### config.mk
export PLATFORM = sky130hd
export DESIGN_NAME = bus_ack_watchdog
export DESIGN_NICKNAME = d
export VERILOG_FILES = /design/src/rtl/bat_pkg.sv /design/src/rtl/bat_timer.sv /design/src/rtl/bat_tries.sv /design/src/rtl/bat_hold.sv /design/src/rtl/bus_ack_watchdog.sv
export SDC_FILE = /design/constraint.sdc
export NUM_CORES = 1
export LEC_CHECK = 0
export BUFFER_PORTS_ARGS = -buffer_cell sky130_fd_sc_hd__buf_2
export CAP_MARGIN = 10
export CORE_MARGIN = 2
export CORE_UTILIZATION = 35
export DETAILED_ROUTE_END_ITERATION = 10
export SYNTH_ARGS = -nofsm -noshare
export SYNTH_HDL_FRONTEND = slang
export SYNTH_SLANG_ARGS = --single-unit
export TNS_END_PERCENT = 5
### constraint.sdc
create_clock -name clk -period 1.6 [get_ports clk]
set_input_delay 0.16 -clock clk [delete_from_list [all_inputs] [get_ports clk]]
set_output_delay 0.16 -clock clk [all_outputs]
set_load 0.05 [all_outputs]
### src/rtl/bat_pkg.sv
package bat_pkg;
  typedef enum logic [1:0] {
    ST_IDLE  = 2'd0,
    ST_WAIT  = 2'd1,
    ST_GAP   = 2'd2,
    ST_FAULT = 2'd3
  } bat_state_t;
endpackage

### src/rtl/bat_timer.sv
module bat_timer #(
  parameter int TIMEOUT = 256
) (
  input  logic clk,
  input  logic rst_n,
  input  logic run,
  output logic expired
);
  localparam int CW = (TIMEOUT > 2) ? $clog2(TIMEOUT) : 1;
  localparam logic [CW-1:0] LAST = CW'(TIMEOUT - 1);

  logic [CW-1:0] cnt;

  always_ff @(posedge clk) begin
    if (!rst_n)                cnt <= '0;
    else if (run && !expired)  cnt <= cnt + 1'b1;
    else                       cnt <= '0;
  end

  assign expired = run && (cnt == LAST);
endmodule

### src/rtl/bat_tries.sv
module bat_tries #(
  parameter int MAX_RETRY = 4
) (
  input  logic clk,
  input  logic rst_n,
  input  logic clr,
  input  logic inc,
  output logic exhausted
);
  localparam int RW = $clog2(MAX_RETRY + 1) > 0 ? $clog2(MAX_RETRY + 1) : 1;
  localparam logic [RW-1:0] LIMIT = RW'(MAX_RETRY);

  logic [RW-1:0] tries;

  always_ff @(posedge clk) begin
    if (!rst_n)     tries <= '0;
    else if (clr)   tries <= '0;
    else if (inc)   tries <= tries + 1'b1;
  end

  assign exhausted = (tries == LIMIT);
endmodule

### src/rtl/bat_hold.sv
module bat_hold #(
  parameter int W = 8
) (
  input  logic         clk,
  input  logic         rst_n,
  input  logic         load,
  input  logic [W-1:0] din,
  output logic [W-1:0] dout
);
  always_ff @(posedge clk) begin
    if (!rst_n)    dout <= '0;
    else if (load) dout <= din;
  end
endmodule

### src/rtl/bus_ack_watchdog.sv
module bus_ack_watchdog
  import bat_pkg::*;
#(
  parameter int AW        = 32,
  parameter int DW        = 32,
  parameter int TIMEOUT   = 256,
  parameter int MAX_RETRY = 4
) (
  input  logic              clk,
  input  logic              rst_n,
  input  logic              core_start,
  input  logic [AW-1:0]     core_addr,
  input  logic [DW-1:0]     core_wdata,
  input  logic              core_we,
  input  logic [DW/8-1:0]   core_be,
  input  logic              bus_ack,
  output logic              busy,
  output logic              bus_req,
  output logic [AW-1:0]     bus_addr,
  output logic [DW-1:0]     bus_wdata,
  output logic              bus_we,
  output logic [DW/8-1:0]   bus_be,
  output logic              retry_pulse,
  output logic              berr_pulse,
  output logic [AW-1:0]     berr_addr
);
  localparam int BW     = DW / 8;
  localparam int ATTR_W = AW + DW + 1 + BW;

  bat_state_t state, state_nx;
  logic accept, expired, exhausted, give_up, do_retry;
  logic [ATTR_W-1:0] attr_in, attr_q;

  assign accept   = (state == ST_IDLE) && core_start;
  assign give_up  = (state == ST_WAIT) && !bus_ack && expired && exhausted;
  assign do_retry = (state == ST_WAIT) && !bus_ack && expired && !exhausted;

  always_comb begin
    state_nx = state;
    unique case (state)
      ST_IDLE:  if (core_start) state_nx = ST_WAIT;
      ST_WAIT: begin
        if (bus_ack)      state_nx = ST_IDLE;
        else if (give_up) state_nx = ST_FAULT;
        else if (do_retry) state_nx = ST_GAP;
      end
      ST_GAP:   state_nx = ST_WAIT;
      ST_FAULT: state_nx = ST_IDLE;
      default:  state_nx = ST_IDLE;
    endcase
  end

  always_ff @(posedge clk) begin
    if (!rst_n) state <= ST_IDLE;
    else        state <= state_nx;
  end

  bat_timer #(.TIMEOUT(TIMEOUT)) u_timer (
    .clk     (clk),
    .rst_n   (rst_n),
    .run     (state == ST_WAIT),
    .expired (expired)
  );

  bat_tries #(.MAX_RETRY(MAX_RETRY)) u_tries (
    .clk       (clk),
    .rst_n     (rst_n),
    .clr       (accept),
    .inc       (do_retry),
    .exhausted (exhausted)
  );

  assign attr_in = {core_addr, core_wdata, core_we, core_be};

  bat_hold #(.W(ATTR_W)) u_hold (
    .clk   (clk),
    .rst_n (rst_n),
    .load  (accept),
    .din   (attr_in),
    .dout  (attr_q)
  );

  assign {bus_addr, bus_wdata, bus_we, bus_be} = attr_q;

  always_ff @(posedge clk) begin
    if (!rst_n)       berr_addr <= '0;
    else if (accept)  berr_addr <= '0;
    else if (give_up) berr_addr <= bus_addr;
  end

  assign busy        = (state != ST_IDLE);
  assign bus_req     = (state == ST_WAIT);
  assign retry_pulse = (state == ST_GAP);
  assign berr_pulse  = (state == ST_FAULT);
endmodule

==> results of run 1 <==
==> path summary, 6_finish.rpt <==
path | slack (ns) | cells past startpoint | end
worst max-delay path | 0.02 | 5 | berr_addr[2]
worst min-delay path | 0.01 | 3 | u_hold.dout[15]
worst max register to register | 0.02 | 5 | berr_addr[2]
worst min register to register | 0.46 | 2 | u_hold.dout[31]
==> layout by cell type (no fill, tap or decap), types with 4 or more instances in the layout <==
master         instances
a21boi_0              70
buf_12                 7
buf_2                176
buf_4                 10
clkbuf_16             18
clkbuf_8               6
dfxtp_1              110
dfxtp_2                4
dlygate4sd3_1         33
inv_1                  5
mux2i_1               34
nand2_1              141
nand3_1               70
nor2_1                 5
==> synthesized netlist by cell type, types with 3 or more instances <==
library cell  instances  area (um^2)
mux2i_1              34          340
ha_1                  3         37.5
buf_6                 5         56.3
dfxtp_1             114         2280
buf_1                 3         11.3
or3_1                 3         18.8
inv_1                 6         22.5
o21ai_0               3         15.0
clkbuf_1             33          124
nand3_1              70          350
nand2_1             141          529
a21oi_1               3         15.0
nor2_1                5         18.8
a21boi_0             70          526
==> cells by family after synthesis <==
group / count (synthesis)
AND/OR/NAND/NOR: 238
flip-flops: 114
AO/OA/AOI/OAI: 80
buffers and inverters: 48
multiplexers: 34
XOR/XNOR: 3
adder cells (fa/ha/maj): 3
==> registers in the layout (all words and copies together), names as in the netlist <==
signal	cells
u_timer.cnt	8
berr_addr	32
state	2
u_tries.tries	3
u_hold.dout	69
==> critical path, cell delays in order, from the launching register on <==
cell and delay (ns):
dfxtp_2 0.32, or3b_4 0.39, nor4b_4 0.23, buf_4 0.20
buf_12 0.15, mux2i_1 0.20
==> layer usage <==
layer	track usage	vias up	share of wire
met3	0.0555	16	0.056
met2	0.296	106	0.49
met4	0.0655	0	0.016
met5	0	-	0
met1	0.190	1977	0.44
li1	-	2155	-
==> area by class of cell <==
class                           count  area, um^2  share of cell area
Clock buffer                       24         512              0.0762
Clock inverter                      5        75.1              0.0112
Inverter                            6        22.5             0.00335
Multi-Input combinational cell    358        2100               0.313
Sequential cell                   114        2290               0.340
Tap cell                          172         215              0.0320
Timing Repair Buffer              229        1510               0.224
==> power breakdown <==
| part | switching, mW | internal (mW) |
|---|---|---|
| sequential | 0.0633 | 2.95 |
| clock | 1.22 | 2.50 |
| combinational | 0.690 | 0.328 |
| total | 1.97 | 5.78 |
==> stage by stage <==
step | area [um^2] | utilization | std cells | hold WS, ns
floorplan | 4570 | - | 520 | 0.305
global placement | 5670 | 0.447 | 840 | 0.408
detailed placement | 5670 | 0.447 | 840 | 0.416
CTS | 6670 | 0.527 | 907 | 0.0000369
global route | 6720 | 0.530 | 908 | 0.0102
finish | 6720 | 0.530 | 908 | 0.0107
==> repair_timing <==
| item | 4_1_cts | 5_1_grt |
|---|---|---|
| setup endpoints to repair | 34 | 35 |
| hold buffers | 33 | 0 |
| pin swaps | 2 | 2 |
| endpoints found under the hold margin | 33 | 0 |
| setup buffers | 3 | 0 |
| resized for setup | 5 | 7 |
| gates cloned | 2 | 1 |
==> impl_metrics.xml, run 1 <==
<?xml version="1.0" encoding="UTF-8"?>
<metrics>
  <group name="outcome">
    <metric name="run_status" unit="">complete, no violations</metric>
  </group>
  <group name="placement">
    <metric name="gp_congestion" unit="">0.744</metric>
    <metric name="io_buffers" unit="">177</metric>
    <metric name="dp_slack" unit="ns">-0.0516</metric>
    <metric name="post-dp-hpwl" unit="mm">7.81</metric>
  </group>
  <group name="synthesis">
    <metric name="synth_cells" unit="">520</metric>
    <metric name="ys.warnings.count" unit="">0</metric>
    <metric name="synth_top_family_by_area" unit="">simple AND/OR/NAND/NOR gates</metric>
    <metric name="synth.area.mux_share" unit="">0.0745</metric>
    <metric name="synth.ff_latch_count" unit="">114</metric>
    <metric name="async_flop_share" unit="">0</metric>
    <metric name="synth_sequential_area_ratio" unit="">0.500</metric>
    <metric name="yosys.area_share.adder" unit="">0.00822</metric>
    <metric name="total_standard_cell_area_after_synthesis" unit="um^2">4570</metric>
    <metric name="synth_compound_area_frac" unit="">0.128</metric>
    <metric name="yosys_most_used_dff" unit="">dfxtp_1</metric>
    <metric name="yosysUniqueCellTypes" unit="">34</metric>
    <metric name="synth-simple-area-share" unit="">0.236</metric>
    <metric name="synth_enable_flop_cells" unit="">0</metric>
    <metric name="post_synthesis_share_of_cell_area_spent_on_xor_and_xnor_gates" unit="">0.00575</metric>
    <metric name="avgSynthCellArea" unit="um^2">8.78</metric>
    <metric name="postSynthNetCount" unit="">596</metric>
  </group>
  <group name="final_layout">
    <metric name="drive_gt1_frac" unit="">0.325</metric>
    <metric name="fillerInstances" unit="">1174</metric>
    <metric name="synthToLayoutAreaGrowth" unit="%">47.1</metric>
    <metric name="fin_nets" unit="">802</metric>
    <metric name="antenna-diode-count" unit="">0</metric>
  </group>
  <group name="timing">
    <metric name="grt_setup_unrepaired" unit="">true</metric>
    <metric name="final-hold-violation-count" unit="">0</metric>
    <metric name="part_of_the_cycle_the_worst_path_needs" unit="">0.987</metric>
    <metric name="achievable-frequency" unit="MHz">633</metric>
    <metric name="worst_pin_slew" unit="ns">0.396</metric>
    <metric name="post-route-worst-setup-slack" unit="ns">0.0210</metric>
    <metric name="fin_crit" unit="ns">1.58</metric>
    <metric name="setup_violations" unit="">0</metric>
    <metric name="max-slew-margin-rel" unit="">0.736</metric>
    <metric name="final-max-slew-violation-count" unit="">0</metric>
    <metric name="finClkSkew" unit="ns">0.0105</metric>
    <metric name="setup_total_negative_slack" unit="ns">0</metric>
  </group>
  <group name="grt">
    <metric name="grt_pass1_wl" unit="mm">19.4</metric>
    <metric name="first_global_vias" unit="">4101</metric>
    <metric name="grt.total_usage" unit="">0.169</metric>
    <metric name="pin_count_of_the_biggest_net_entering_global_routing" unit="">83</metric>
    <metric name="grt.overflow.total" unit="">0</metric>
    <metric name="antenna_found_initial" unit="">0</metric>
  </group>
  <group name="routing">
    <metric name="firstDrtPassIters" unit="">4</metric>
    <metric name="post_drt_wl_per_cell" unit="um">13.4</metric>
    <metric name="via_count" unit="">4254</metric>
    <metric name="detail_route.vias_per_cell" unit="">4.69</metric>
    <metric name="postRouteWirelength" unit="mm">12.2</metric>
    <metric name="first_iter_violations" unit="">188</metric>
    <metric name="detail-route-antenna-nets" unit="">0</metric>
    <metric name="drcViolationCount" unit="">0</metric>
  </group>
  <group name="cts">
    <metric name="ctsHtreeMaxLevel" unit="">4</metric>
    <metric name="clock_insertion_delay_worst_skew" unit="ns">0.40</metric>
    <metric name="clock_tree.root_cell" unit="">clkbuf_16</metric>
    <metric name="clock_tree.buffer_depth" unit="">2</metric>
    <metric name="worst_setup_hold_path_clk_slew" unit="ns">0.05</metric>
    <metric name="cts_inserted_buffers" unit="">17</metric>
    <metric name="cts_sinks" unit="">114</metric>
    <metric name="cts_tree" unit="">done</metric>
  </group>
  <group name="worst_setup_path">
    <metric name="regToRegStartpoint" unit="">state[0]</metric>
    <metric name="timing.critical_path.from" unit="">state[0]</metric>
    <metric name="critical_path.startpoint_type" unit="">register</metric>
    <metric name="worstPathRequired" unit="ns">1.92</metric>
    <metric name="critical_path.endpoint_type" unit="">register</metric>
    <metric name="arrival" unit="ns">1.90</metric>
    <metric name="critPathMaxFanout" unit="">8</metric>
    <metric name="timing.setup.critical_path_class" unit="">reg -&gt; reg</metric>
  </group>
  <group name="hold_path">
    <metric name="min-delay-start" unit="">core_wdata[10]</metric>
    <metric name="hold_path.class" unit="">in -&gt; reg</metric>
  </group>
  <group name="pwr">
    <metric name="cellPowerDensity" unit="nW/um^2">1150</metric>
    <metric name="vdd_ir_drop_max" unit="uV">555</metric>
    <metric name="totalPowerFinal" unit="mW">7.75</metric>
    <metric name="leakage_dissipation" unit="nW">2.90</metric>
  </group>
  <group name="floorplanning">
    <metric name="design.die.area" unit="um^2">14000</metric>
    <metric name="core-area" unit="um^2">12700</metric>
    <metric name="start_util" unit="">0.361</metric>
    <metric name="chipHeight" unit="um">118</metric>
    <metric name="top_level_ports" unit="">178</metric>
    <metric name="placement_rows" unit="">41</metric>
    <metric name="dieWidth" unit="um">118</metric>
  </group>
  <group name="run">
    <metric name="number_of_max_cap_violations" unit="">0</metric>
  </group>
</metrics>
Note: power is estimated with default switching activity, not from simulation.
==> run 2, diff against run 1 <==
CORE_UTILIZATION = 44   (was 35)
PLACE_DENSITY = 0.76   (was not set)
==> run 2 against run 1 <==
  * The run now ends with setup timing left
  * Worst hold slack gained 0.062 ns
  * Power shrank 3.9%
  * Global-route usage grew 6.3 points
  * Clock power shrank 11%
  * Routed wire length grew 9.4%
  * Setup slack lost 0.096 ns
  * Cell area grew 3.3%
  * Register-to-register slack lost 0.096 ns
  * Critical path depth is the same
==> impl_metrics.xml, run 2 (same netlist as run 1, synthesis figures left out) <==
<?xml version="1.0" encoding="UTF-8"?>
<metrics>
  <group name="timing">
    <metric name="final-hold-violation-count" unit="">0</metric>
    <metric name="finClkSkew" unit="ns">0.00803</metric>
    <metric name="achievable-frequency" unit="MHz">597</metric>
    <metric name="post-route-worst-setup-slack" unit="ns">-0.0755</metric>
    <metric name="setup_violations" unit="">33</metric>
    <metric name="setup_total_negative_slack" unit="ns">-1.47</metric>
    <metric name="final-max-slew-violation-count" unit="">0</metric>
    <metric name="worst_pin_slew" unit="ns">0.460</metric>
    <metric name="max-slew-margin-rel" unit="">0.693</metric>
    <metric name="grt_setup_unrepaired" unit="">true</metric>
    <metric name="fin_crit" unit="ns">1.68</metric>
    <metric name="part_of_the_cycle_the_worst_path_needs" unit="">1.05</metric>
    <metric name="hold_ws" unit="ns">0.0731</metric>
  </group>
  <group name="worst_setup_path">
    <metric name="arrival" unit="ns">2.10</metric>
    <metric name="cp_slowest_stage_delay" unit="ns">0.41</metric>
    <metric name="critical_path.startpoint_type" unit="">register</metric>
    <metric name="critPathMaxFanout" unit="">8</metric>
    <metric name="worst_path_dominant_cell_family" unit="">simple AND/OR/NAND/NOR gates</metric>
    <metric name="timing.setup.critical_path_class" unit="">reg -&gt; reg</metric>
    <metric name="worst_path_max_delay_cell" unit="">or3b_4</metric>
    <metric name="worstPathRequired" unit="ns">2.02</metric>
    <metric name="cp_cell_sequence" unit="">or3b_4 &gt; nor4b_4 &gt; buf_4 &gt; clkbuf_16 &gt; mux2i_1</metric>
    <metric name="critical_path.endpoint_type" unit="">register</metric>
    <metric name="number_of_buffers_and_inverters_on_the_critical_path" unit="">2</metric>
  </group>
  <group name="grt">
    <metric name="pin_count_of_the_biggest_net_entering_global_routing" unit="">86</metric>
    <metric name="grt_pass1_wl" unit="mm">20.8</metric>
    <metric name="grt.overflow.total" unit="">0</metric>
    <metric name="grt.total_usage" unit="">0.232</metric>
    <metric name="antenna_found_initial" unit="">0</metric>
    <metric name="first_global_vias" unit="">4492</metric>
  </group>
  <group name="cts">
    <metric name="clock_tree.root_cell" unit="">clkbuf_8</metric>
    <metric name="ctsHtreeMaxLevel" unit="">4</metric>
    <metric name="clock_insertion_delay_worst_skew" unit="ns">0.51</metric>
    <metric name="cts_sinks" unit="">114</metric>
    <metric name="cts_inserted_buffers" unit="">17</metric>
    <metric name="cts_tree" unit="">done</metric>
    <metric name="worst_setup_hold_path_clk_slew" unit="ns">0.05</metric>
    <metric name="clock_tree.buffer_depth" unit="">2</metric>
  </group>
  <group name="pwr">
    <metric name="vdd_ir_drop_max" unit="uV">681</metric>
    <metric name="leakage_dissipation" unit="nW">3.01</metric>
    <metric name="cellPowerDensity" unit="nW/um^2">1070</metric>
    <metric name="totalPowerFinal" unit="mW">7.45</metric>
  </group>
  <group name="routing">
    <metric name="drcViolationCount" unit="">0</metric>
    <metric name="detail_route.vias_per_cell" unit="">5.00</metric>
    <metric name="post_drt_wl_per_cell" unit="um">14.7</metric>
    <metric name="first_iter_violations" unit="">273</metric>
    <metric name="detail-route-antenna-nets" unit="">0</metric>
    <metric name="via_count" unit="">4536</metric>
    <metric name="postRouteWirelength" unit="mm">13.3</metric>
    <metric name="firstDrtPassIters" unit="">5</metric>
  </group>
  <group name="placement">
    <metric name="io_buffers" unit="">177</metric>
    <metric name="gp_congestion" unit="">0.774</metric>
    <metric name="post-dp-hpwl" unit="mm">7.47</metric>
    <metric name="dp_slack" unit="ns">-0.0274</metric>
  </group>
  <group name="floorplanning">
    <metric name="start_util" unit="">0.449</metric>
    <metric name="top_level_ports" unit="">178</metric>
    <metric name="placement_rows" unit="">37</metric>
    <metric name="dieWidth" unit="um">106</metric>
    <metric name="design.die.area" unit="um^2">11200</metric>
    <metric name="chipHeight" unit="um">106</metric>
    <metric name="core-area" unit="um^2">10200</metric>
  </group>
  <group name="final_layout">
    <metric name="antenna-diode-count" unit="">0</metric>
    <metric name="largest_register_ff_count" unit="">69</metric>
    <metric name="register_with_the_highest_flop_count" unit="">u_hold.dout</metric>
    <metric name="drive_gt1_frac" unit="">0.303</metric>
    <metric name="commonest_non_fill_non_tap_cells_in_the_layout" unit="">buf_2, nand2_1, dfxtp_1</metric>
    <metric name="synthToLayoutAreaGrowth" unit="%">51.9</metric>
    <metric name="final_common_cell" unit="">buf_2</metric>
    <metric name="fin_nets" unit="">838</metric>
    <metric name="largest_registers" unit="">u_hold.dout x69, berr_addr x32, u_timer.cnt x8</metric>
    <metric name="final_core_util" unit="">0.681</metric>
  </group>
  <group name="hold_path">
    <metric name="hold_path.class" unit="">in -&gt; reg</metric>
  </group>
  <group name="outcome">
    <metric name="run_status" unit="">finished with violations</metric>
    <metric name="violated_checks" unit="">setup timing</metric>
  </group>
  <group name="run">
    <metric name="number_of_max_cap_violations" unit="">0</metric>
  </group>
</metrics>
run 2: cell types whose count changed in the layout (fill, tap and decap cells not counted), moves of 2 or more:
cell	delta
buf_2	-3
dlygate4sd3_1	+38
clkbuf_8	-2
clkinv_2	+3
buf_16	-2
buf_6	+3
run 2: worst min-delay path, stage by stage:
cell and delay (ns):
buf_4 0.13, nand3b_1 0.18, a21oi_1 0.06
run 2: routing by layer:
metal | global-route usage | vias to the layer above | routed length, um
li1 | - | 2226 | -
met1 | 0.250 | 2126 | 5160
met2 | 0.417 | 142 | 7110
met3 | 0.0497 | 42 | 574
met4 | 0.141 | 0 | 499
met5 | 0 | - | 0
run 2: path summary, 6_finish.rpt:
kind	start	end	slack, ns	depth (start not counted)
setup / recovery	state[0]	berr_addr[31]	-0.08	5
hold / removal	rst_n	u_timer.cnt[6]	0.07	3
setup reg to reg	state[0]	berr_addr[31]	-0.08	5
hold reg to reg	u_hold.dout[23]	u_hold.dout[23]	0.46	2
run 2: what timing repair did:
item | CTS | global route
setup endpoints to repair | 35 | 39
buffers inserted | 0 | 2
pin swaps | 0 | 2
hold buffers | 71 | 0
endpoints found under the hold margin | 71 | 0
gates resized for setup | 4 | 13
cloned | 0 | 2
run 2: metrics by stage:
step	cells	cell area [um^2]
floorplan	520	4570
global placement	804	5610
detailed placement	804	5610
CTS	904	6860
global route	908	6940
finish	908	6940
run 2: power by group:
part	internal, mW	switching [mW]	total, mW
Clock	2.13	1.19	3.32
Sequential	2.95	0.0645	3.02
Combinational	0.388	0.723	1.11
Total	5.47	1.98	7.45
run 2: final cells by class:
class                   count  area (um^2)
clock inverters             7         60.1
clock buffers              22          463
repair buffers            265         1840
flip-flops and latches    114         2290
multi-input cells         358         2100
fillers                   782         3240
well taps                 136          170
inverters                   6         22.5
